## src/rtl/rdx_pkg.sv

```systemverilog
package rdx_pkg;

    localparam int BYTE_W = 8;
    localparam int WORD_W = 32;

    localparam logic [3:0] OPC_SUM = 4'h1;
    localparam logic [3:0] OPC_MAX = 4'h2;
    localparam logic [3:0] OPC_MIN = 4'h3;

    typedef enum logic [1:0] {
        RC_WIDE   = 2'b00,
        RC_NARROW = 2'b01,
        RC_RSV2   = 2'b10,
        RC_RSV3   = 2'b11
    } rdx_cls_e;

    typedef enum logic [1:0] {
        RK_NONE = 2'd0,
        RK_SUM  = 2'd1,
        RK_MAX  = 2'd2,
        RK_MIN  = 2'd3
    } rdx_kind_e;

    typedef enum logic {
        ST_IDLE = 1'b0,
        ST_EMIT = 1'b1
    } rdx_state_e;

    function automatic rdx_kind_e op_to_kind(input logic [3:0] op);
        rdx_kind_e k;
        unique case (op)
            OPC_SUM: k = RK_SUM;
            OPC_MAX: k = RK_MAX;
            OPC_MIN: k = RK_MIN;
            default: k = RK_NONE;
        endcase
        return k;
    endfunction

endpackage

```

## src/rtl/rdx_tree.sv

```systemverilog
module rdx_tree
    import rdx_pkg::*;
#(
    parameter int        LEAVES = 8,
    parameter int        W      = 32,
    parameter rdx_kind_e MODE   = RK_SUM
) (
    input  logic [LEAVES*W-1:0] leaves,
    output logic [W-1:0]        root
);

    localparam int NODES = 2 * LEAVES - 1;

    function automatic logic [W-1:0] combine(input logic [W-1:0] a, input logic [W-1:0] b);
        logic [W-1:0] r;
        if (MODE == RK_MAX) begin
            r = ($signed(a) > $signed(b)) ? a : b;
        end else if (MODE == RK_MIN) begin
            r = ($signed(a) < $signed(b)) ? a : b;
        end else begin
            r = a + b;
        end
        return r;
    endfunction

    logic [W-1:0] node [NODES];

    always_comb begin
        for (int i = 0; i < LEAVES; i++) begin
            node[LEAVES - 1 + i] = leaves[i*W +: W];
        end
        for (int i = LEAVES - 2; i >= 0; i--) begin
            node[i] = combine(node[2*i + 1], node[2*i + 2]);
        end
    end

    assign root = node[0];

endmodule

```

## src/rtl/rdx_we_gen.sv

```systemverilog
module rdx_we_gen
    import rdx_pkg::*;
(
    input  rdx_kind_e   kind,
    input  logic [1:0]  rcls,
    output logic        wide_we,
    output logic        narrow_we
);

    always_comb begin
        if (kind != RK_NONE) begin
            wide_we   = 1'b1;
            narrow_we = 1'b0;
        end else begin
            wide_we   = (rcls == RC_WIDE);
            narrow_we = (rcls == RC_NARROW);
        end
    end

endmodule

```

## src/rtl/rdx_unit.sv

```systemverilog
module rdx_unit
    import rdx_pkg::*;
#(
    parameter int LANES = 8,
    parameter int AW    = 5
) (
    input  logic                    clk,
    input  logic                    rst_n,
    input  logic                    in_valid,
    input  logic [3:0]              in_op,
    input  logic [1:0]              in_rcls,
    input  logic [LANES*BYTE_W-1:0] in_vec,
    input  logic [AW-1:0]           in_wide_addr,
    input  logic [AW-1:0]           in_narrow_addr,
    output logic                    out_valid,
    output logic [LANES*WORD_W-1:0] out_wide_vec,
    output logic                    out_wide_we,
    output logic                    out_narrow_we,
    output logic [AW-1:0]           out_wide_addr,
    output logic [AW-1:0]           out_narrow_addr
);

    localparam int EXT_W = WORD_W - BYTE_W;

    rdx_state_e state_q, state_d;
    rdx_kind_e  kind;
    logic [LANES*WORD_W-1:0] ext_lanes;
    logic [LANES*WORD_W-1:0] bcast;
    logic [WORD_W-1:0] sum_root, max_root, min_root, scalar;
    logic wide_we_d, narrow_we_d;

    assign kind = op_to_kind(in_op);

    for (genvar l = 0; l < LANES; l++) begin : g_ext
        assign ext_lanes[l*WORD_W +: WORD_W] =
            {{EXT_W{in_vec[l*BYTE_W + BYTE_W - 1]}}, in_vec[l*BYTE_W +: BYTE_W]};
    end

    rdx_tree #(.LEAVES(LANES), .W(WORD_W), .MODE(RK_SUM)) u_sum (
        .leaves (ext_lanes),
        .root   (sum_root)
    );

    rdx_tree #(.LEAVES(LANES), .W(WORD_W), .MODE(RK_MAX)) u_max (
        .leaves (ext_lanes),
        .root   (max_root)
    );

    rdx_tree #(.LEAVES(LANES), .W(WORD_W), .MODE(RK_MIN)) u_min (
        .leaves (ext_lanes),
        .root   (min_root)
    );

    rdx_we_gen u_we (
        .kind      (kind),
        .rcls      (in_rcls),
        .wide_we   (wide_we_d),
        .narrow_we (narrow_we_d)
    );

    always_comb begin
        unique case (kind)
            RK_SUM:  scalar = sum_root;
            RK_MAX:  scalar = max_root;
            RK_MIN:  scalar = min_root;
            default: scalar = '0;
        endcase
    end

    for (genvar l = 0; l < LANES; l++) begin : g_bcast
        assign bcast[l*WORD_W +: WORD_W] = scalar;
    end

    // Next-state logic: IDLE_TO_EMIT, EMIT_HOLD, EMIT_TO_IDLE, IDLE_HOLD
    always_comb begin
        unique case (state_q)
            ST_IDLE: state_d = in_valid ? ST_EMIT : ST_IDLE;
            ST_EMIT: state_d = in_valid ? ST_EMIT : ST_IDLE;
            default: state_d = ST_IDLE;
        endcase
    end

    always_ff @(posedge clk) begin
        if (!rst_n) begin
            state_q <= ST_IDLE;
        end else begin
            state_q <= state_d;
        end
    end

    always_ff @(posedge clk) begin
        if (!rst_n) begin
            out_wide_vec    <= '0;
            out_wide_we     <= 1'b0;
            out_narrow_we   <= 1'b0;
            out_wide_addr   <= '0;
            out_narrow_addr <= '0;
        end else if (state_d == ST_EMIT) begin
            out_wide_vec    <= bcast;
            out_wide_we     <= wide_we_d;
            out_narrow_we   <= narrow_we_d;
            out_wide_addr   <= in_wide_addr;
            out_narrow_addr <= in_narrow_addr;
        end else begin
            out_wide_we     <= 1'b0;
            out_narrow_we   <= 1'b0;
        end
    end

    assign out_valid = (state_q == ST_EMIT);

endmodule

```

## config.mk

```make
export PLATFORM = sky130hd
export DESIGN_NAME = rdx_unit
export DESIGN_NICKNAME = d
export VERILOG_FILES = /design/src/rtl/rdx_pkg.sv /design/src/rtl/rdx_tree.sv /design/src/rtl/rdx_we_gen.sv /design/src/rtl/rdx_unit.sv
export SDC_FILE = /design/constraint.sdc
export NUM_CORES = 1
export LEC_CHECK = 0
export ABC_AREA = 0
export BUFFER_PORTS_ARGS = -buffer_cell sky130_fd_sc_hd__buf_2
export CAP_MARGIN = 20
export CORE_MARGIN = 8
export CORE_UTILIZATION = 30
export DETAILED_ROUTE_END_ITERATION = 16
export MAX_ROUTING_LAYER = met4
export PLACE_DENSITY = 0.49
export SLEW_MARGIN = 15
export SYNTH_ARGS = -nofsm -noshare
export SYNTH_HDL_FRONTEND = slang
export SYNTH_SLANG_ARGS = --single-unit
```

## constraint.sdc

```tcl
create_clock -name clk -period 16.5 [get_ports clk]
set_input_delay 0.825 -clock clk [delete_from_list [all_inputs] [get_ports clk]]
set_output_delay 0.825 -clock clk [all_outputs]
set_load 0.02 [all_outputs]
```

* After elaboration in Yosys (flattened, before gate mapping)
Cells that the tools add are included.
Cells by class: divide/modulo/power cells 0, bitwise operators 2, $lt $le $gt $ge 14, equality and inequality tests 7, shift operators 0, muxes and demuxes 18, $mul 0, reductions and logical operators 4, $add $sub $neg 7
Operator list (count):
- 32-bit two-way mux | 14
- 32-bit adder | 3
- 32-bit greater-than comparator | 3
- 32-bit less-than comparator | 3
- 32-bit case mux with 3 select lines | 1
- 8-bit by 8-bit adder with 9-bit output | 4
- 8-bit greater-than comparator | 4
- 8-bit less-than comparator | 4
- 4-bit by 2-bit equality test with 1-bit output (second input constant) | 2
- 2-bit case mux with 3 select lines | 1
- 2-bit by 1-bit equality test with 1-bit output (second input constant) | 2
- 2-bit equality test (second input constant) | 2
- 4-bit by 1-bit equality test with 1-bit output (second input constant) | 1
- 3-bit OR reduction | 1
- 2-bit zero test | 1
- 1-bit two-way mux | 2
- 1-bit NOT | 2
- 2-bit AND reduction | 1
- 2-bit nonzero test | 1
Storage, ports and cells: bits of input ports 83, memories 0, bits in registers 269, output and inout port bits 269, RAM bits 0, bits in read-only memories 0, word-level logic and storage cells 58, latch bits 0

* Longest topological paths before layout
depth in word-level cells 7, depth in mapped cells 26, gate-level depth less buffers 25

* Modules after synthesis
Synthesis repeated with hierarchy kept, for this count alone.
Unflattened totals: cells, all modules 3501, area total of the unflattened synthesis 27232.4 um2
Modules (own cells, without submodules):
- rdx_tree (u_max) | area each 8313.0 um2, cells each 1124, times used 1, seq. area each 0.0 um2
- rdx_tree (u_min) | area each 8272.9 um2, cells each 1132, times used 1, seq. area each 0.0 um2
- rdx_tree (u_sum) | area each 6767.7 um2, cells each 794, times used 1, seq. area each 0.0 um2
- rdx_unit | area each 3854.9 um2, cells each 448, times used 1, seq. area each 900.9 um2
- rdx_we_gen | area each 23.8 um2, cells each 3, times used 1, seq. area each 0.0 um2

* Worst setup path after synthesis
Ideal clock, no wire load.
path kind input -> register, start input in_vec[47], end register out_wide_vec[227], required time 16426 ps, buffers on the path 1, cell stages on the path 25, data arrival time 5986 ps, library setup time 74 ps, path slack 10440 ps, cell sequence inv_1 -> ha_1 -> and4_4 -> o2111ai_4 -> a31oi_4 -> a21boi_1 -> buf_4 -> mux2_2 -> ha_1 -> nor2b_1 -> o21a_1 -> o21ai_0 -> a31oi_1 -> a21oi_1 -> or2_2 -> nand2_1 -> ha_1 -> nor2b_1 -> o21a_1 -> o21ai_0 -> a21oi_1 -> a21oi_1 -> nor3b_1 -> a221oi_1 -> a31oi_1
On the way: word-level cells in the longest chain between the ends 7, elaborated cells on any way between the ends 13, those cells by class order compare (6); mux (7)
Ends and longest elaborated chain:
- start, declared | RTL line rdx_unit.sv:12 | input logic [LANES*BYTE_W-1:0] in_vec,
- 8-bit less-than comparator or 8-bit greater-than comparator (tied branches) | RTL line rdx_tree.sv:19, rdx_tree.sv:17
- 32-bit two-way mux (on tied branches) | RTL line rdx_tree.sv:19, rdx_tree.sv:17
- 32-bit less-than comparator or 32-bit greater-than comparator (tied branches) | RTL line rdx_tree.sv:19, rdx_tree.sv:17
- 32-bit two-way mux (on tied branches) | RTL line rdx_tree.sv:19, rdx_tree.sv:17
- 32-bit less-than comparator or 32-bit greater-than comparator (tied branches) | RTL line rdx_tree.sv:19, rdx_tree.sv:17
- 32-bit two-way mux (on tied branches) | RTL line rdx_tree.sv:19, rdx_tree.sv:17
- 32-bit case mux with 3 select lines * | RTL line rdx_unit.sv:62 | unique case (kind)
- end signal, assigned | RTL line rdx_unit.sv:99 | out_wide_vec <= bcast;
- end, declared | RTL line rdx_unit.sv:16 | output logic [LANES*WORD_W-1:0] out_wide_vec,
Mark *: on every way between the ends. The rest lies on a longest branch, timed or not. A chain may end at the register's enable or synchronous reset.

* Worst setup path in the final report
start input in_vec[47], end register out_wide_vec[230]
The elaborated chain is that of the path after synthesis.

==> reports/summary.md <==
Once layout is done, the placed cells without fillers occupy 9910 um^2. Data on the critical path is required at its endpoint by 16.72 ns. At the pin with the least slew margin, the transition time is 1.12 ns. The tools report the arrival time at the worst endpoint as 7.62 ns. Buffers added to address setup during post-CTS repair amount to 0.

During synthesis, Yosys emitted a total of 0 warnings. The HPWL after detailed placement is 26100 um, and the setup total negative slack is 0 ns. Count of flip-flops with a built-in enable after synthesis: 0.

Most frequently used cell type in the post-synthesis netlist: buf_4. The count of nets left with antenna violations once routing finished came out at 0. The floorplan has 64 rows. Share of flip-flops with an asynchronous set or reset after synthesis: 0%. The logs give 9.76% for the register area share after synthesis and 36600 um^2 for the die outline area. Input and output buffers added on the ports amount to 351. The run gives 0 as the final-report hold violation count. Counting instances in the post-synthesis netlist gives the leading cell types as buf_4, ha_1, inv_1. Across the run, the number of max-cap violations was 0. In this run the static leakage power is 0.00563 uW. Cells with a size suffix above 1 make up 30.9% of the layout. The final-report max-slew violation count was 0. Most area-hungry cell type in the Yosys netlist: buf_4.

The synthesis-to-finish area growth is 7.33%, and the top-level I/O count is 352. The total congestion overflow after global routing came out at 0. The critical path is of the in2reg type. The clock latency on the worst-skew pair came out at 0.29 ns. The worst setup path is launched from an input pin.

The layout has 3308 filler cells. Horizontal extent of the die: 191 um. The routability-driven placement congestion ratio came out at 0.905.

Timing would allow up to 135 MHz. After technology mapping, the gate count stands at 1138. The total area inside the core boundary comes to 30400 um^2. The final critical path takes up 44.8% of the cycle. The number of hold buffers added after CTS was 0.

For the violation count after the first detailed-route iteration, the log shows 337. Setup violations remaining at the end of the flow were counted as 0. Master of the slowest instance on the critical path: a21boi_1. The number of antenna violations at the first check in global routing was 1.

Once placement finished, the instance area stood at 9710 um^2. The routed wirelength normalized by instance count was 18.1 um. After synthesis the netlist holds a flip-flop and latch count of 45.

In this run the cell area of the synthesized design comes to 9230 um^2. For this run, the leading register cell type out of synthesis is dfxtp_1. Once the clock tree was built, the resizer swapped 0 gates to a different size. Entering global routing, the biggest net connects 48 pins. For the final database, setup skew stands at 0 ns. The depth of the CTS H-tree was 2; the delay of the slowest cell on the worst path was 0.95 ns. The run finished with clean final reports. After layout, the minimum clock period comes to 7.39 ns. The maximum vdd drop was 0.0432 mV; the total clock buffers created by CTS was 5. The routed layout has 7765 vias. Global routing used 15.4% of the available tracks across all layers. The mean instance size in the synthesized netlist was 8.11 um^2. Setup repair after global routing left no endpoint under its margin. Measured along the y axis, the die boundary spans 191 um.

Clock-pin slew was measured on the worst setup and hold paths at 0.07 ns. After detailed routing, the number of vias per cell comes to 4.70. The worst setup path is captured at a register.

For this run, the detailed router's first-pass iteration total came to 5. After the last flow step, the layout net total stands at 1491. The logs give 0 for the post-detailed-route DRC marker count and 42800 um for the global-route wire length before repair.

Counting along the longest clock path gives a buffer depth of 2. For the total power, the log shows 957 uW. The portion of synthesized cell area occupied by the leading cell type came out at 18.3%. The via count of the first global-routing pass was 7438; the starting density of the core was 30.3%.

Along the worst path, the maximum fanout reaches 9. Headroom to the max-slew limit came out at 25.2%. After synthesis, the cell types taking the most area are buf_4, ha_1, dfxtp_1. For this design the ratio of total power to cell area is 96.5 nW/um^2. Synthesis instantiated 75 different standard cells from the library.

In this run the clock root is driven by a clkbuf_16. TritonCTS built the clock tree. The min-delay analysis places its worst path in the category reg2reg. The number of nets in the synthesized netlist is 1376. Final wirelength: 29900 um.

The tree built by TritonCTS fans out to 45 sinks.
-- metrics by stage --
step	instances	hold WS, ns	utilization (%)	worst slack, ns
2_1_floorplan	1138	0.590	-	10.44
3_3_place_gp	1642	0.496	31.9	8.99
3_5_place_dp	1642	0.505	31.9	8.90
4_1_cts	1650	0.524	32.6	9.17
5_1_grt	1651	0.552	32.6	8.62
6_report	1651	0.515	32.6	9.11
-- cells in the final DEF, fill, tap and decap left out, types with 3 or more instances in the layout --
cell,instances
a211o_1,3
a211oi_1,6
a21o_1,26
a21oi_1,68
a21oi_2,4
a221oi_1,4
a31oi_1,13
and2_1,13
buf_2,351
clkbuf_16,5
dfxtp_1,45
fa_1,29
ha_1,126
inv_1,120
mux2i_1,68
nand2_1,29
nand2b_1,7
nand3_1,15
nand4_1,9
nor2_1,40
nor2b_1,55
nor3_1,9
nor3b_1,3
nor4_1,3
o211ai_1,14
o21a_1,36
o21ai_0,39
o21bai_1,16
o22ai_1,8
or2_2,6
xnor2_1,16
xor2_1,13
-- sequential cells by signal, summed over array words and instances (netlist names) --
register and cells:
out_wide_we 1, out_narrow_addr 5, out_valid 1, out_narrow_we 1, out_wide_addr 5, out_wide_vec 32
-- final cells by class --
cell class                      instances  area (um^2)  share of cell area, %
Multi-Input combinational cell        729         6100                   61.6
Timing Repair Buffer                  352         1760                   17.8
Sequential cell                        45          901                   9.09
Tap cell                              396          495                   5.00
Inverter                              120          450                   4.55
Clock buffer                            5          125                   1.26
Clock inverter                          3         68.8                  0.694
Antenna cell                            1         2.50                 0.0253
-- kinds of logic (layout without fill, tap and decap cells) --
logic type,after synthesis,after routing,synth area share (%)
AO/OA/AOI/OAI,271,271,20.2
XOR/XNOR,29,29,2.75
adder cells (fa/ha/maj),155,155,23.4
buffers and inverters,364,480,24.1
flip-flops,45,45,9.76
multiplexers,70,70,7.62
other,0,1,0
AND/OR/NAND/NOR,204,204,12.1
-- worst max-delay path, delay by kind of cell --
family                     cells  cell delay [ns]
buffers and inverters          2             0.14
adders and majority gates      3             0.99
and+or+nand+nor                6             1.71
AOI/OAI and AO/OA             13             3.51
muxes                          1             0.45
-- final timing paths --
kind | startpoint | end | slack (ns) | depth (start not counted)
setup / recovery | in_vec[47] | out_wide_vec[230]$_SDFFE_PN0P_ | 9.11 | 25
hold reg to reg | out_narrow_addr[0]$_SDFFE_PN0P_ | out_narrow_addr[0]$_SDFFE_PN0P_ | 0.52 | 2
setup reg to reg | out_wide_vec[230]$_SDFFE_PN0P_ | out_wide_vec[230]$_SDFFE_PN0P_ | 15.24 | 4
hold / removal | out_narrow_addr[0]$_SDFFE_PN0P_ | out_narrow_addr[0]$_SDFFE_PN0P_ | 0.52 | 2
-- where the power goes --
part           total (uW)  internal, uW  switching (uW)
Sequential            116           112            4.26
Clock                 134          87.4            47.0
Combinational         706           287             419
Total                 957           487             470
-- routing by layer --
| metal | vias up | global-route usage [%] | wire (um) |
|---|---|---|---|
| li1 | 3915 | - | - |
| met1 | 3597 | 19.0 | 13100 |
| met2 | 239 | 26.8 | 14700 |
| met3 | 14 | 2.21 | 1830 |
| met4 | 0 | 1.95 | 293 |
| met5 | - | - | 0 |
No activity file was read; power rests on OpenSTA's default activity.
